## src/rtl/gpio_od_pkg.sv

```systemverilog
package gpio_od_pkg;

    localparam int PORT_W      = 16;
    localparam int ADDR_W      = 2;
    localparam int DIR_LO      = 3;
    localparam int HARD_CLR_LO = 6;
    localparam int OD_LINE_A   = 8;
    localparam int OD_LINE_B   = 10;
    localparam int OD_BIT_A    = 0;
    localparam int OD_BIT_B    = 1;
    localparam int SYNC_DEPTH  = 2;

    typedef enum logic [ADDR_W-1:0] {
        ADDR_DATA = 2'd0,
        ADDR_CFG  = 2'd1
    } addr_e;

    typedef struct packed {
        logic [PORT_W-1:DIR_LO] dir;
        logic                   od_b;
        logic                   od_a;
    } cfg_t;

    function automatic logic [PORT_W-1:0] cfg_pack(input cfg_t c);
        logic [PORT_W-1:0] w;
        w                   = '0;
        w[PORT_W-1:DIR_LO]  = c.dir;
        w[OD_BIT_A]         = c.od_a;
        w[OD_BIT_B]         = c.od_b;
        return w;
    endfunction

    function automatic cfg_t cfg_unpack(input logic [PORT_W-1:0] w);
        cfg_t c;
        c.dir  = w[PORT_W-1:DIR_LO];
        c.od_a = w[OD_BIT_A];
        c.od_b = w[OD_BIT_B];
        return c;
    endfunction

    function automatic logic [PORT_W-1:0] out_lines(input cfg_t c);
        logic [PORT_W-1:0] m;
        m                  = '0;
        m[PORT_W-1:DIR_LO] = c.dir;
        return m;
    endfunction

endpackage

```

## src/rtl/gpio_cfg_reg.sv

```systemverilog
module gpio_cfg_reg
    import gpio_od_pkg::*;
(
    input  logic              clk,
    input  logic              rst_hard,
    input  logic              rst_soft,
    input  logic              wr_en,
    input  logic [PORT_W-1:0] wr_word,
    output cfg_t              cfg
);

    always_ff @(posedge clk) begin
        if (rst_hard) begin
            cfg.dir[PORT_W-1:HARD_CLR_LO] <= '0;
        end else if (wr_en) begin
            cfg <= cfg_unpack(wr_word);
        end
    end

    assert_hard_clear_R1: assert property (@(posedge clk)
        rst_hard |=> (cfg.dir[PORT_W-1:HARD_CLR_LO] == '0));

    assert_soft_keep_R2: assert property (@(posedge clk) disable iff (rst_hard)
        (rst_soft && !wr_en) |=> (cfg == $past(cfg)));

endmodule

```

## src/rtl/gpio_data_reg.sv

```systemverilog
module gpio_data_reg
    import gpio_od_pkg::*;
#(
    parameter int STAGES = SYNC_DEPTH
) (
    input  logic              clk,
    input  logic              rst_hard,
    input  logic              rst_soft,
    input  logic              wr_en,
    input  logic [PORT_W-1:0] wr_word,
    input  logic [PORT_W-1:0] pad_in,
    output logic [PORT_W-1:0] data_q,
    output logic [PORT_W-1:0] pad_sync
);

    logic [PORT_W-1:0] stage_q [STAGES];

    always_ff @(posedge clk) begin
        if (rst_hard || rst_soft) begin
            data_q <= '0;
        end else if (wr_en) begin
            data_q <= wr_word;
        end
    end

    for (genvar s = 0; s < STAGES; s++) begin : g_sync
        always_ff @(posedge clk) begin
            if (rst_hard) begin
                stage_q[s] <= '0;
            end else begin
                stage_q[s] <= (s == 0) ? pad_in : stage_q[(s == 0) ? 0 : s-1];
            end
        end
    end

    assign pad_sync = stage_q[STAGES-1];

    assert_soft_clear_R10: assert property (@(posedge clk) disable iff (rst_hard)
        rst_soft |=> (data_q == '0));

    assert_write_lands_R11: assert property (@(posedge clk) disable iff (rst_hard)
        (wr_en && !rst_soft) |=> (data_q == $past(wr_word)));

endmodule

```

## src/rtl/gpio_pad_drive.sv

```systemverilog
module gpio_pad_drive
    import gpio_od_pkg::*;
(
    input  logic              clk,
    input  logic              rst_hard,
    input  cfg_t              cfg,
    input  logic [PORT_W-1:0] data_q,
    output logic [PORT_W-1:0] pad_oe,
    output logic [PORT_W-1:0] pad_out
);

    for (genvar i = 0; i < PORT_W; i++) begin : g_line
        if (i < DIR_LO) begin : g_fixed_in
            assign pad_oe[i]  = 1'b0;
            assign pad_out[i] = data_q[i];
        end else if (i == OD_LINE_A || i == OD_LINE_B) begin : g_od
            logic od_en;
            assign od_en      = (i == OD_LINE_A) ? cfg.od_a : cfg.od_b;
            assign pad_oe[i]  = cfg.dir[i] & (od_en ? ~data_q[i] : 1'b1);
            assign pad_out[i] = od_en ? 1'b0 : data_q[i];

            assert_od_no_high_R6: assert property (@(posedge clk) disable iff (rst_hard)
                (od_en && pad_oe[i]) |-> (pad_out[i] == 1'b0 && data_q[i] == 1'b0));
        end else begin : g_push_pull
            assign pad_oe[i]  = cfg.dir[i];
            assign pad_out[i] = data_q[i];
        end
    end

    for (genvar k = DIR_LO; k < PORT_W; k++) begin : g_chk
        assert_input_quiet_R5: assert property (@(posedge clk) disable iff (rst_hard)
            !cfg.dir[k] |-> !pad_oe[k]);
    end

endmodule

```

## src/rtl/gpio_od_port.sv

```systemverilog
module gpio_od_port
    import gpio_od_pkg::*;
#(
    parameter int SYNC_STAGES = SYNC_DEPTH
) (
    input  logic              clk,
    input  logic              rst_hard,
    input  logic              rst_soft,
    input  logic [ADDR_W-1:0] bus_addr,
    input  logic              bus_we,
    input  logic [PORT_W-1:0] bus_wdata,
    output logic [PORT_W-1:0] bus_rdata,
    input  logic [PORT_W-1:0] pad_in,
    output logic [PORT_W-1:0] pad_oe,
    output logic [PORT_W-1:0] pad_out
);

    cfg_t              cfg;
    logic [PORT_W-1:0] data_q;
    logic [PORT_W-1:0] pad_sync;
    logic [PORT_W-1:0] drive_mask;
    logic              we_data;
    logic              we_cfg;

    assign we_data = bus_we && (addr_e'(bus_addr) == ADDR_DATA);
    assign we_cfg  = bus_we && (addr_e'(bus_addr) == ADDR_CFG);

    gpio_cfg_reg u_cfg (
        .clk      (clk),
        .rst_hard (rst_hard),
        .rst_soft (rst_soft),
        .wr_en    (we_cfg),
        .wr_word  (bus_wdata),
        .cfg      (cfg)
    );

    gpio_data_reg #(.STAGES(SYNC_STAGES)) u_data (
        .clk      (clk),
        .rst_hard (rst_hard),
        .rst_soft (rst_soft),
        .wr_en    (we_data),
        .wr_word  (bus_wdata),
        .pad_in   (pad_in),
        .data_q   (data_q),
        .pad_sync (pad_sync)
    );

    gpio_pad_drive u_drive (
        .clk      (clk),
        .rst_hard (rst_hard),
        .cfg      (cfg),
        .data_q   (data_q),
        .pad_oe   (pad_oe),
        .pad_out  (pad_out)
    );

    assign drive_mask = out_lines(cfg);

    always_comb begin
        case (addr_e'(bus_addr))
            ADDR_DATA: bus_rdata = (data_q & drive_mask) | (pad_sync & ~drive_mask);
            ADDR_CFG:  bus_rdata = cfg_pack(cfg);
            default:   bus_rdata = '0;
        endcase
    end

    assert_rsvd_zero_R3: assert property (@(posedge clk) disable iff (rst_hard)
        (addr_e'(bus_addr) == ADDR_CFG) |-> (bus_rdata[DIR_LO-1] == 1'b0));

    assert_low_lines_in_R8: assert property (@(posedge clk) disable iff (rst_hard)
        pad_oe[DIR_LO-1:0] == '0);

endmodule

```

## config.mk

```make
export PLATFORM = sky130hd
export DESIGN_NAME = gpio_od_port
export DESIGN_NICKNAME = d
export VERILOG_FILES = /design/src/rtl/gpio_od_pkg.sv /design/src/rtl/gpio_cfg_reg.sv /design/src/rtl/gpio_data_reg.sv /design/src/rtl/gpio_pad_drive.sv /design/src/rtl/gpio_od_port.sv
export SDC_FILE = /design/constraint.sdc
export NUM_CORES = 1
export LEC_CHECK = 0
export BUFFER_PORTS_ARGS = -buffer_cell sky130_fd_sc_hd__buf_2
export CORE_MARGIN = 2
export CORE_UTILIZATION = 35
export DETAILED_ROUTE_END_ITERATION = 6
export GPL_TIMING_DRIVEN = 0
export PLACE_DENSITY_LB_ADDON = 0.15
export SLEW_MARGIN = 20
export SYNTH_ARGS = -nofsm -noshare
export SYNTH_HDL_FRONTEND = slang
export SYNTH_SLANG_ARGS = --single-unit
```

## constraint.sdc

```tcl
create_clock -name clk -period 1.7 [get_ports clk]
set_input_delay 0.51 -clock clk [delete_from_list [all_inputs] [get_ports clk]]
set_output_delay 0.51 -clock clk [all_outputs]
set_load 0.01 [all_outputs]
```

=== After elaboration in Yosys (flattened, before gate mapping) ===
Memories as Yosys holds them, arrays and structs flattened.
Index checks and enable logic that the tools add are counted.

* Bits in registers: 31
* Bits in latches: 0
* Bits in writable memories: 32
* ROM bits: 0
* Input bits: 38
* Output and inout port bits: 48
* Logic and storage cells: 33
* Memories kept: 1

* $add $sub $neg: 0
* Multipliers: 0
* Divide/modulo/power cells: 0
* $lt $le $gt $ge: 0
* Equal/unequal tests: 1
* Shifts and indexed selects: 0
* Muxes and demuxes: 10
* Bitwise gates (word level): 11
* Reductions and logical operators: 5

{| class="wikitable"
|+ Memories
! name !! words !! bits a word !! read ports !! clocked after memory_dff !! write ports !! line !! text
|-
| u_data.stage_q || 2 || 16 || 2 || 0 || 2 || gpio_data_reg.sv:16 || <nowiki>logic [PORT_W-1:0] stage_q [STAGES];</nowiki>
|}

{| class="wikitable"
|+ Operator list
! cell !! number
|-
| $and A16 B16 Y16 || 2
|-
| $mux W16 || 2
|-
| $pmux W16 S2 || 1
|-
| $not A16 Y16 || 1
|-
| $or A16 B16 Y16 || 1
|-
| $mux W1 || 7
|-
| $not A1 Y1 || 3
|-
| $and A1 B1 Y1 || 2
|-
| $eq A2 B1 Y1 const B || 1
|-
| $logic_and A1 B1 Y1 || 2
|-
| $logic_not A2 Y1 || 1
|-
| $or A1 B1 Y1 || 2
|-
| $reduce_and A2 Y1 || 1
|-
| $logic_or A1 B1 Y1 || 1
|}

=== Depth between registers and ports, before layout ===
* Depth after elaboration: 4
* Mapped depth: 4
* Mapped depth without buffers: 2

=== Hierarchy ===
A second synthesis with hierarchy kept.

* Cells, all modules: 243
* Area, all modules: 2526.2 µm²

{| class="wikitable"
|+ Modules (own cells, without submodules)
! module !! times used !! cells each !! area an instance (µm²) !! sequential area each (µm²)
|-
| gpio_data_reg || 1 || 120 || 1441.4 || 960.9
|-
| gpio_cfg_reg || 1 || 38 || 510.5 || 350.3
|-
| gpio_od_port || 1 || 52 || 332.8 || 0.0
|-
| gpio_pad_drive || 1 || 33 || 241.5 || 0.0
|}

=== Worst setup path after synthesis ===
Ideal clock, no wire load.

* Kind: input to output
* Start point: in bus_addr[0]
* End point: out bus_rdata[12]
* Arrival: 1305 ps
* Data required time: 1190 ps
* Slack: -115 ps
* Stages: 3
* Buffers on the path: 1
* Cells stage by stage: clkbuf_1 or3b_2 a21oi_1

* Longest elaborated chain between the ends: 2
* Elaborated cells on any way between the ends: 3

{| class="wikitable"
|+ Ends and longest elaborated chain
! element !! line !! text
|-
| start: declaration || gpio_od_port.sv:9 || <nowiki>input logic [ADDR_W-1:0] bus_addr,</nowiki>
|-
| $eq A2 B1 Y1 or $logic_not A2 Y1 (tied branches) || gpio_od_port.sv:60 || <nowiki>case (addr_e'(bus_addr))</nowiki>
|-
| $pmux W16 S2 * || gpio_od_port.sv:60 ||
|-
| end: declaration || gpio_od_port.sv:12 || <nowiki>output logic [PORT_W-1:0] bus_rdata,</nowiki>
|}

Every way passes the cells marked *; elsewhere a longest branch is shown, timed or not.

=== Final worst setup path ===
* Start point: in bus_addr[0]
* End point: out bus_rdata[7]

Same word-level chain as after synthesis.

==> results by group <==
Outcome
  • Status: complete, but fails checks
  • Failing checks: negative setup slack

Critical path
  • Cells on worst reg2reg path: 2
  • Slowest stage cell on the critical path: or3b_4
  • R2R Path End: u_data.data_q[8]$_SDFFE_PP0P_
  • CP Cell Sequence: buf_12, clkbuf_16, or3b_4, a21oi_2, buf_2
  • R2r startpoint: u_data.data_q[8]$_SDFFE_PP0P_
  • CP startpoint: bus_addr[0]
  • Worst setup EP type: output port
  • Slowest cell delay on critical path: 0.36 ns
  • Crit path kind: primary input to output port
  • Crit path launch type: primary input
  • CP delay by family, top: buffers and inverters
  • Reg-to-reg slack, setup: 0.84 ns
  • Critical Path AT: 1.44 ns
  • Worst endpoint required time: 1.19 ns
  • CP max FO: 5
  • CP bufs+invs: 3
  • Cell count along the critical path: 5

STA
  • Final Critical Period: 1.946 ns
  • Final hold vios: 0
  • PnR worst setup slack: -0.2455 ns
  • Worst-margin pin slew: 0.5451 ns
  • Final period utilization: 114.4%
  • # setup viols final: 16
  • Max Fclk: 514.0 MHz
  • Skew final: 0.008483 ns
  • Unrepaired setup endpoints after global routing: true
  • Max Slew Vio Count: 0
  • Fin Setup TNS: -3.101 ns
  • Slew Limit Headroom: 63.58%
  • Min Hold Slack: 0.3610 ns

Detailed routing
  • Via density: 4.490
  • DRT antenna net count: 0
  • Initial drt markers: 135
  • Routed wire per std cell: 14.71 um
  • DR vias: 2164
  • Drt total wl: 7.091 mm
  • TritonRoute pass-1 iters: 4
  • DRC viols: 0

Synthesis
  • Prevailing post-synth register cell: dfxtp_1
  • Post-synthesis mux area share: 10.70%
  • Simple-gate share of the synthesized area: 26.40%
  • Top cells by count, synth: 58 x dfxtp_1, 35 x nor2b_1, 33 x nor3b_1, 28 x buf_4, 20 x nand2b_1
  • Fraction of registers with async set/reset: 0%
  • Synthesis Warnings: 0
  • Mapped Area: 2805 um^2
  • Area leader, netlist: dfxtp_1
  • Combinational family with the most area after synthesis: simple AND/OR/NAND/NOR gates
  • XOR/XNOR Fraction of Synth Area: 0%
  • Mapped Avg Cell Area: 10.31 um^2
  • Netlist cell types: 19
  • Number of synthesized register bits: 63
  • Sequential area share after synthesis: 46.74%
  • Top cells by area, synth: dfxtp_1 41%, nor3b_1 8.8%, nor2b_1 7.8%
  • Post-synthesis adder-cell area fraction: 0%
  • Post-synth EDFFs: 5
  • Compound-Gate Fraction of Synth Area: 5.174%
  • Top-area cell type share of the netlist area: 41.39%
  • Syn Inst Count: 272
  • Top-count cell post-synth: dfxtp_1

Placed design
  • DP Worst Slack: -0.5432 ns
  • Routability congestion estimate: 0.7431
  • Hpwl dp: 4.977 mm
  • Cell Area, Placed: 3447 um^2
  • I/O Buffers: 80

Power and ir drop
  • Pwr/cell area: 834.4 nW/um^2
  • Maximum VDD drop: 447.3 uV
  • Static leakage: 1.684 nW

CTS
  • Hold buffers post-CTS: 0
  • H-tree depth: 3
  • Clock sink count: 63
  • Max Buffers Root-to-Sink: 2
  • Skew-Pair Late Insertion Delay: 0.34 ns
  • CTS tree: done
  • Root Driver: clkbuf_8
  • CTS buffer count: 9
  • CTS clock-pin slew for the worst setup and hold paths: 0.07 ns

GRT
  • Number of global-route vias before repair: 2064
  • Initial antenna violation count: 0
  • Grt total ovfl: 0
  • First-pass GRT wire length: 10.98 mm
  • GR Util All Layers: 17.01%
  • Pin count of the biggest net entering global routing: 11

Cells and area
  • Fillers: 725
  • Antenna diode count: 0
  • Share of layout cells above drive strength 1: 49.74%
  • Finished layout cell area: 3866 um^2
  • Synthesis-to-finish area growth: 37.82%
  • Final core occ: 50.03%
  • Fin nets: 413

Floorplan
  • Die area: 8747 um^2
  • # rows: 32
  • Starting Density: 36.30%
  • Die span in y: 93.53 um
  • Core area: 7727 um^2
  • Die Span X: 93.53 um
  • Ports: 86

Worst hold path
  • Worst hold path stage count: 1
  • WHS Endpoint: u_cfg.cfg[2]$_DFFE_PP_
  • Hold Path Origin: bus_wdata[3]
  • Hold WC Path Type: primary input to register

Flow run
  • Max_cap viols: 0
kinds of logic (layout without fill, tap and decap cells):
logic type / count (synthesis) / count (layout)
AO/OA/AOI/OAI: 28 / 28
flip-flops: 63 / 63
multiplexers: 28 / 28
AND/OR/NAND/NOR: 105 / 105
other: 1 / 3
buffers and inverters: 47 / 153
worst max path at each step:
stage / endpoint / slack [ns]
floorplan: bus_rdata[10] / -0.07
global placement: bus_rdata[0] / -0.51
detailed placement: bus_rdata[8] / -0.54
CTS: bus_rdata[7] / -0.24
global route: bus_rdata[4] / -0.27
finish: bus_rdata[7] / -0.25
state kept, by name, summed over array words and instances, names as in the netlist:
register and flops:
u_data.data_q 16, u_data.stage_q 32, u_cfg.cfg 15
routing by layer:
metal	wire [um]	GRT usage (%)	vias to the layer above
li1	-	-	1096
met1	3217	21.65	998
met2	3433	27.88	64
met3	368	5.399	6
met4	72	4.412	0
met5	0	0	-
power by group:
group	internal [mW]	total [mW]	switching, mW	leakage, nW
clock	0.711	1.28	0.567	0.100
combinational	0.203	0.378	0.175	1.06
sequential	1.55	1.57	0.0229	0.521
total	2.46	3.23	0.765	1.68
repair_timing:
| item | CTS | global route |
|---|---|---|
| setup endpoints to repair | 18 | 22 |
| hold endpoints to repair | 0 | 0 |
| buffers inserted | 8 | 2 |
| gates cloned | 2 | 0 |
| gates resized for setup | 26 | 10 |
| pin swaps | 18 | 8 |
stage by stage:
stage / total power [mW] / cells
6_report: 3.226 / 482
5_1_grt: 3.366 / 482
4_1_cts: 3.254 / 482
3_5_place_dp: 1.933 / 456
3_3_place_gp: 1.928 / 456
2_1_floorplan: 1.805 / 274
cell usage in the layout, fill, tap and decap left out, drive strengths merged:
cell,n
o21ai,13
bufinv,1
edfxtp,5
dfxtp,58
a21boi,2
a21oi,13
buf,125
nor3b,34
clkinv,3
mux2,16
nand2b,20
conb,3
and3b,1
nor2,2
or3b,13
clkbuf,24
nor2b,35
mux2i,12
layout make-up:
cell class,count,area [um^2],share of cell area [%]
clock inverter,4,45.04,1.165
tap,102,127.6,3.301
multi-input combinational,164,1316,34.05
sequential,63,1311,33.92
buffer,47,357.8,9.256
clock buffer,12,145.1,3.754
timing repair buffer,90,563.0,14.56
Power figures use the tool's default switching activity.
